$ cat src/rtl/hdx_pkg.sv
package hdx_pkg;
    localparam int HDX_DIVW = 2;

    typedef enum logic [1:0] {
        ST_IDLE,
        ST_LEAD,
        ST_SHIFT,
        ST_TAIL
    } hdx_state_e;

    typedef enum logic {
        OP_SEND  = 1'b0,
        OP_FETCH = 1'b1
    } hdx_op_e;

    typedef struct packed {
        hdx_op_e               op;
        logic                  port;
        logic [HDX_DIVW-1:0]   div;
    } hdx_req_t;

    // clocks per half serial period minus one, for a divisor code
    function automatic int unsigned half_last(logic [HDX_DIVW-1:0] d);
        return (32'd1 << d) - 32'd1;
    endfunction
endpackage

$ cat src/rtl/hdx_tick.sv
module hdx_tick
    import hdx_pkg::*;
#(
    parameter int DIVW = HDX_DIVW
) (
    input  logic            clk,
    input  logic            rst,
    input  logic            run,
    input  logic [DIVW-1:0] div,
    output logic            tick
);
    localparam int CW = (1 << DIVW) - 1;

    logic [CW-1:0] cnt;
    logic [CW-1:0] lim;

    assign lim  = CW'(half_last(div));
    assign tick = run && (cnt == lim);

    always_ff @(posedge clk) begin
        if (rst || !run || tick) cnt <= '0;
        else                     cnt <= cnt + 1'b1;
    end
endmodule

$ cat src/rtl/hdx_shreg.sv
module hdx_shreg #(
    parameter int W = 8
) (
    input  logic         clk,
    input  logic         rst,
    input  logic         load,
    input  logic [W-1:0] din,
    input  logic         shl,
    input  logic         smp,
    input  logic         sin,
    output logic [W-1:0] q
);
    always_ff @(posedge clk) begin
        if (rst)       q <= '0;
        else if (load) q <= din;
        else if (shl)  q <= {q[W-2:0], 1'b0};
        else if (smp)  q <= {q[W-2:0], sin};
    end
endmodule

$ cat src/rtl/hdx_seq.sv
module hdx_seq
    import hdx_pkg::*;
#(
    parameter int NBITS = 8
) (
    input  logic     clk,
    input  logic     rst,
    input  logic     start,
    input  hdx_req_t req,
    input  logic     tick,
    output hdx_req_t cur,
    output logic     busy,
    output logic     sclk,
    output logic [1:0] sel,
    output logic     data_oe,
    output logic     done,
    output logic     rise,
    output logic     fall_mid,
    output logic     last
);
    localparam int BCW = $clog2(NBITS + 1);

    hdx_state_e     state;
    logic [BCW-1:0] bitcnt;

    assign busy     = (state != ST_IDLE);
    assign rise     = tick && (state == ST_SHIFT) && !sclk;
    assign fall_mid = tick && (state == ST_SHIFT) && sclk;
    assign last     = tick && (state == ST_TAIL);

    always_ff @(posedge clk) begin
        if (rst) begin
            state   <= ST_IDLE;
            cur     <= '0;
            sclk    <= 1'b1;
            sel     <= 2'b00;
            data_oe <= 1'b0;
            done    <= 1'b0;
            bitcnt  <= '0;
        end else begin
            done <= 1'b0;
            unique case (state)
                ST_IDLE: if (start) begin
                    cur    <= req;
                    sel    <= req.port ? 2'b10 : 2'b01;
                    bitcnt <= '0;
                    state  <= ST_LEAD;
                end
                ST_LEAD: if (tick) begin
                    sclk    <= 1'b0;
                    data_oe <= (cur.op == OP_SEND);
                    state   <= ST_SHIFT;
                end
                ST_SHIFT: if (tick) begin
                    if (!sclk) begin
                        sclk   <= 1'b1;
                        bitcnt <= bitcnt + 1'b1;
                        if (bitcnt == BCW'(NBITS - 1)) state <= ST_TAIL;
                    end else begin
                        sclk <= 1'b0;
                    end
                end
                ST_TAIL: if (tick) begin
                    sel     <= 2'b00;
                    data_oe <= 1'b0;
                    done    <= 1'b1;
                    state   <= ST_IDLE;
                end
                default: state <= ST_IDLE;
            endcase
        end
    end
endmodule

$ cat src/rtl/hdx_serial_master.sv
module hdx_serial_master
    import hdx_pkg::*;
#(
    parameter int NBITS = 8,
    parameter int DIVW  = HDX_DIVW
) (
    input  logic             clk,
    input  logic             rst,
    input  logic             host_wr,
    input  logic             host_op,
    input  logic             host_port,
    input  logic [DIVW-1:0]  host_div,
    input  logic [NBITS-1:0] host_txbyte,
    input  logic             host_clr_err,
    input  logic             hiz_i,
    input  logic             sdata_i,
    output logic             busy,
    output logic             done,
    output logic [NBITS-1:0] rx_byte,
    output logic             err,
    output logic             sclk_o,
    output logic             sclk_oe,
    output logic [1:0]       sel_o,
    output logic             sel_oe,
    output logic             sdata_o,
    output logic             sdata_oe
);
    hdx_req_t         req, cur;
    logic             start, tick, rise, fall_mid, last;
    logic [NBITS-1:0] shq;

    assign req   = '{op: hdx_op_e'(host_op), port: host_port, div: host_div};
    assign start = host_wr && !busy;

    hdx_tick #(.DIVW(DIVW)) tick_i (
        .clk(clk), .rst(rst), .run(busy), .div(cur.div), .tick(tick)
    );

    hdx_seq #(.NBITS(NBITS)) seq_i (
        .clk(clk), .rst(rst), .start(start), .req(req), .tick(tick),
        .cur(cur), .busy(busy), .sclk(sclk_o), .sel(sel_o),
        .data_oe(sdata_oe), .done(done), .rise(rise),
        .fall_mid(fall_mid), .last(last)
    );

    hdx_shreg #(.W(NBITS)) shreg_i (
        .clk(clk), .rst(rst), .load(start), .din(host_txbyte),
        .shl(fall_mid && (cur.op == OP_SEND)),
        .smp(rise && (cur.op == OP_FETCH)),
        .sin(sdata_i), .q(shq)
    );

    assign sdata_o = shq[NBITS-1];
    assign sclk_oe = !hiz_i;
    assign sel_oe  = !hiz_i;

    always_ff @(posedge clk) begin
        if (rst) begin
            rx_byte <= '0;
            err     <= 1'b0;
        end else begin
            if (last && (cur.op == OP_FETCH)) rx_byte <= shq;
            if (host_wr && busy)   err <= 1'b1;
            else if (host_clr_err) err <= 1'b0;
        end
    end
endmodule

$ cat config.mk
export PLATFORM = sky130hd
export DESIGN_NAME = hdx_serial_master
export DESIGN_NICKNAME = d
export VERILOG_FILES = /design/src/rtl/hdx_pkg.sv /design/src/rtl/hdx_tick.sv /design/src/rtl/hdx_shreg.sv /design/src/rtl/hdx_seq.sv /design/src/rtl/hdx_serial_master.sv
export SDC_FILE = /design/constraint.sdc
export NUM_CORES = 1
export LEC_CHECK = 0
export BUFFER_PORTS_ARGS = -buffer_cell sky130_fd_sc_hd__buf_4
export CAP_MARGIN = 10
export CORE_UTILIZATION = 45
export DETAILED_ROUTE_END_ITERATION = 16
export PLACE_DENSITY = 0.68
export SLEW_MARGIN = 10
export SYNTH_ARGS = -nofsm -noshare
export SYNTH_HDL_FRONTEND = slang
export SYNTH_SLANG_ARGS = --single-unit
$ cat constraint.sdc
create_clock -name clk -period 2.57 [get_ports clk]
set_input_delay 0.514 -clock clk [delete_from_list [all_inputs] [get_ports clk]]
set_output_delay 0.514 -clock clk [all_outputs]
set_load 0.05 [all_outputs]
After elaboration in Yosys (flattened, before gate mapping):

Cells that the tools add are included.

* register bits after elaboration: 34
* input bits: 18
* logic and storage cells: 85

* add/subtract/negate cells: 3
* equality and inequality tests: 11
* shift operators: 1
* multiplexer cells: 26
* bitwise operators: 2
* reduce and logical (&&, ||, !) cells: 30

Operator list (count)
* two-way mux 8 bit: 3
* two-way mux 2 bit: 8
* two-way mux 4 bit: 3
* nonzero test 2 bit: 6
* logical AND 1 bit: 10
* AND reduction 3 bit: 3
* inequality test 2 x 1 -> 1 bit, second input constant: 4
* one-hot mux 2 bit (4 select lines): 1
* one-hot mux 4 bit (2 select lines): 1
* two-way mux 1 bit: 7
* AND reduction 6 bit: 1
* adder 4 x 1 -> 4 bit, second input constant: 1
* == test 2 bit, second input constant: 2
* == test 4 x 3 -> 1 bit, second input constant: 1
* inequality test 2 bit, second input constant: 2
* one-hot mux 1 bit (2 select lines): 2
* one-hot mux 2 bit (2 select lines): 1
* AND reduction 4 bit: 1
* adder 3 x 1 -> 3 bit, second input constant: 1
* == test 3 bit: 1
* logical NOT 1 bit: 3
* nonzero test 3 bit: 1
* << shifter 1 x 2 -> 3 bit, first input constant: 1
* subtractor 3 x 1 -> 3 bit, second input constant: 1
* other kinds (6): 8

Logic depth before layout (Yosys ltp):

* depth in word-level cells: 10
* mapped depth: 9

Hierarchy:

Synthesis repeated with hierarchy kept, for this count alone.

* cells, all modules: 197
* area, all modules: 1789.2 µm²

Modules (own cells, without submodules)
* hdx_seq: instances 1, cells each 87, area an instance 765.7 µm², sequential area each 300.3 µm²
* hdx_serial_master: instances 1, cells each 46, area an instance 437.9 µm², sequential area each 180.2 µm²
* hdx_shreg: instances 1, cells each 46, area an instance 414.1 µm², sequential area each 160.2 µm²
* hdx_tick: instances 1, cells each 18, area an instance 171.4 µm², sequential area each 60.1 µm²

Least setup slack after synthesis:

OpenSTA, ideal clock, no wires.

* kind: register to register
* start point: register seq_i.state[0]
* end point: register seq_i.bitcnt[1]
* arrival: 1.935 ns
* data required time: 2.501 ns
* path slack: 0.567 ns
* stages on the path, launching flop included: 8
* buffers on the path: 1
* period minus slack after synthesis: 2.003 ns
* cell sequence: dfxtp_1 > inv_1 > ha_1 > buf_4 > inv_1 > o211ai_4 > or4b_1 > o21ai_1

* longest elaborated chain between the ends: 5
* elaborated cells on any way between the ends: 12

RTL lines
* start, declared: RTL line hdx_seq.sv:23 `hdx_state_e state;`
* start signal, assigned: RTL line hdx_seq.sv:33 `state <= ST_IDLE;`
* start signal, assigned: RTL line hdx_seq.sv:47 `state <= ST_LEAD;`
* start signal, assigned: RTL line hdx_seq.sv:52 `state <= ST_SHIFT;`
* nonzero test 2 bit *: RTL line hdx_seq.sv:26 `assign busy = (state != ST_IDLE);`
* via busy: RTL line hdx_serial_master.sv:17 `output logic busy,`
* logical NOT 1 bit: RTL line hdx_serial_master.sv:33 `assign start = host_wr && !busy;`
* logical AND 1 bit: RTL line hdx_serial_master.sv:33
* inequality test 2 x 1 -> 1 bit (no source line)
* AND reduction 4 bit (no source line) *
* end signal, assigned: RTL line hdx_seq.sv:57 `bitcnt <= bitcnt + 1'b1;`
* end, declared: RTL line hdx_seq.sv:24 `logic [BCW-1:0] bitcnt;`

The timed path passes the listed nets; every way through them passes the cells marked *.
A chain may end at the register's enable or synchronous reset.

Final worst setup path:

* start point: register seq_i.state[1]
* end point: register shreg_i.q[2]

* longest elaborated chain between the ends: 7
* elaborated cells on any way between the ends: 13

RTL lines
* nonzero test 2 bit: RTL line hdx_seq.sv:26
* logical AND 1 bit: RTL line hdx_tick.sv:18 `assign tick = run && (cnt == lim);`
* logical AND 1 bit: RTL line hdx_seq.sv:27, hdx_seq.sv:28
* logical AND 1 bit: RTL line hdx_seq.sv:28 `assign fall_mid = tick && (state == ST_SHIFT) && sclk;`
* logical AND 1 bit: RTL line hdx_serial_master.sv:48 `.shl(fall_mid && (cur.op == OP_SEND)),`
* two-way mux 8 bit: RTL line hdx_shreg.sv:16 `else if (shl) q <= {q[W-2:0], 1'b0};`
* two-way mux 8 bit: RTL line hdx_shreg.sv:15 `else if (load) q <= din;`
* end signal, assigned: RTL line hdx_shreg.sv:15
* end signal, assigned: RTL line hdx_shreg.sv:16
* end signal, assigned: RTL line hdx_shreg.sv:17 `else if (smp) q <= {q[W-2:0], sin};`
* end, declared: RTL line hdx_shreg.sv:11 `output logic [W-1:0] q`

Several ways; a longest one is shown, not always the timed one.

==> flow_summary.json <==
{
  "cts.path.max_buffers": 2,
  "required_ns": 2.72,
  "drc": 0,
  "synthDistinctLibCells": 46,
  "cts.clk_slew.worst_paths_ns": 0.07,
  "post-dp-hpwl_mm": 2.80,
  "cp-start-kind": "flip-flop",
  "tightestPinTransition_ns": 0.486,
  "cts_hold_buf": 0,
  "synth.area.top_cells": "dfxtp_1, mux2i_1, a311oi_2",
  "synth-async-reset-ratio": 0,
  "critPathBufInv": 1,
  "ys_ff_latch": 34,
  "final_cell_count_no_fill": 268,
  "clk_latency_ns": 0.29,
  "status": "completed",
  "via_count": 1455,
  "antenna_found_initial": 0,
  "crit_path_end_kind": "flip-flop",
  "hold_violations": 0,
  "place_ws_ns": 0.288,
  "wl_mm": 3.84,
  "place_area_um2": 2010,
  "numCtsBuffers": 5,
  "post_cts_buffers": 0,
  "setup_viol_count_final": 0,
  "grt_pass1_vias": 1438,
  "diodes": 0,
  "initial_core_util": 0.472,
  "io_pins": 36,
  "root_buffer": "clkbuf_8",
  "syn_area_um2": 1730,
  "io_buffers": 35,
  "worstSetupPathType": "reg -> reg",
  "ys_seq_area_frac": 0.394,
  "synth_edf_count": 0,
  "h-tree-depth": 2,
  "fmax_mhz": 435,
  "p_sw_frac": 0.414,
  "layout_common_cells": "buf_4, dfxtp_1, nand2_1",
  "finalCritPeriodShare": 0.894,
  "ant_nets": 0,
  "area_growth_syn_to_layout_pct": 22.4,
  "grt_usage": 0.212,
  "syn_area_per_cell_um2": 9.25,
  "power_frac_clock": 0.233,
  "drive_above_1_share": 0.277,
  "wl_per_cell_um": 14.3,
  "vias_per_cell": 5.43,
  "critPathSlowestCell": "or2_1",
  "tns_ns": 0,
  "power_switching_uw": 868,
  "p_per_area_nw_per_um2": 992,
  "syn_nets": 211,
  "p_leak_uw": 0.000907,
  "fillers": 336,
  "timing.max_cap.violations": 0,
  "relSlewSlack": 0.675,
  "synth_top_area_frac": 0.394,
  "layout_commonest_cell": "buf_4",
  "design.die.area_um2": 4090,
  "power_frac_comb": 0.429,
  "die_y_um": 64.0,
  "design_area_um2": 2120,
  "grt_max_degree": 39,
  "power_frac_seq": 0.339,
  "yosysWarnings": 0,
  "gp_congestion": 0.821,
  "skew_ns": 0.00491,
  "ys.flop_type": "dfxtp_1",
  "synthesis.instances": 187,
  "cp.arrival_ns": 2.44,
  "grt_pass1_wl_mm": 6.64,
  "cts.sinks": 34,
  "final_util": 0.578,
  "path_cells": "inv_1, ha_1, nor3_1, o21ai_2, a21oi_2, or2_1, a311oi_2",
  "ir_worst_vdd_mv": 0.451,
  "ctsResizeCount": 0,
  "finalWorstSetupSlack_ns": 0.273,
  "core_um2": 3660,
  "dp_cells": 260,
  "grt_setup_unrepaired": "no",
  "firstDrtPassIters": 4,
  "fin_nets": 243,
  "crit_fanout": 11,
  "drt_iter0_drc": 68,
  "p_int_uw": 1230,
  "rows": 22,
  "timing.final.crit_period_ns": 2.30,
  "cp_top_family": "simple AND/OR/NAND/NOR gates",
  "hold_class": "in -> reg",
  "slew_violations": 0,
  "cts_tree": "done",
  "critPathMaxStageDelay_ns": 0.42,
  "die_w_um": 64.0,
  "synth_top_area_cell": "dfxtp_1",
  "overflow": 0
}
## flip-flops by register name, summed over array words and instances (netlist names), 2 cells and up
name	count
rx_byte	8
shreg_i.q	8
seq_i.bitcnt	4
seq_i.cur	3
tick_i.cnt	3
seq_i.sel	2
seq_i.state	2
## worst reg2reg max path, stage by stage (launching register included)
cell and delay [ns]:
dfxtp_1 0.38, inv_1 0.09, ha_1 0.31, nor3_1 0.27, o21ai_2 0.14, a21oi_2 0.37, or2_1 0.42, a311oi_2 0.17
## path summary, 6_finish.rpt
| check | from | end | slack (ns) | depth (start not counted) |
|---|---|---|---|---|
| max | seq_i.state[1]$_SDFFE_PP0P_ | shreg_i.q[2]$_SDFFE_PP0P_ | 0.27 | 7 |
| min | host_op | seq_i.cur[3]$_SDFFE_PP0P_ | 0.47 | 3 |
| min reg2reg | seq_i.bitcnt[1]$_SDFFE_PP0P_ | seq_i.bitcnt[1]$_SDFFE_PP0P_ | 0.49 | 2 |
| max reg2reg | seq_i.state[1]$_SDFFE_PP0P_ | shreg_i.q[2]$_SDFFE_PP0P_ | 0.27 | 7 |
## cell usage after synthesis (all sizes together), types with 2 or more instances
| master | number |
|---|---|
| mux2i | 14 |
| nor4 | 2 |
| nand4 | 2 |
| xnor2 | 2 |
| dfxtp | 34 |
| or2 | 3 |
| a21oi | 8 |
| nor3 | 10 |
| a311oi | 8 |
| inv | 6 |
| o21ai | 5 |
| nand2 | 29 |
| buf | 4 |
| nor2b | 2 |
| or3 | 2 |
| nand2b | 5 |
| ha | 6 |
| a21boi | 2 |
| clkbuf | 7 |
| nor2 | 17 |
| a31oi | 2 |
## per-layer routing
layer | track usage | up-vias | part of all wire
met5 | 0 | - | 0
met4 | 0.0739 | 0 | 0.013
met3 | 0.0571 | 5 | 0.052
met2 | 0.350 | 41 | 0.49
met1 | 0.264 | 686 | 0.45
li1 | - | 723 | -
## power by group through the flow
stage               Clock (uW)  Combinational (uW)  Sequential (uW)
detailed placement           0                 898              720
floorplan                    0                 648              771
global route               527                 982              721
global placement             0                 873              714
CTS                        497                 900              709
finish                     489                 899              710
## logic make-up (layout without fill, tap and decap cells)
kind of cell	after synthesis	after routing	synth area share
compound gates	33	33	0.192
buf+inv	17	50	0.0441
fa+ha+maj	6	6	0.0434
xor+xnor	3	3	0.0152
mux	14	14	0.0810
flops	34	34	0.394
simple gates	80	80	0.231
## area by class of cell
cell class / count / area [um2] / share of cell area
multi-input cells: 136 / 972 / 0.459
repair buffers: 36 / 270 / 0.128
flip-flops and latches: 34 / 681 / 0.322
clock buffers: 6 / 72.6 / 0.0343
clock inverters: 2 / 37.5 / 0.0177
inverters: 6 / 22.5 / 0.0106
well taps: 48 / 60.1 / 0.0284
## stage by stage
stage / power, uW / hold slack [ns]
after global routing: 2230 / 0.476
final: 2100 / 0.472
after global placement: 1590 / 0.456
after floorplan: 1420 / 0.438
after detailed placement: 1620 / 0.485
after CTS: 2110 / 0.470
Power figures use the tool's default switching activity.
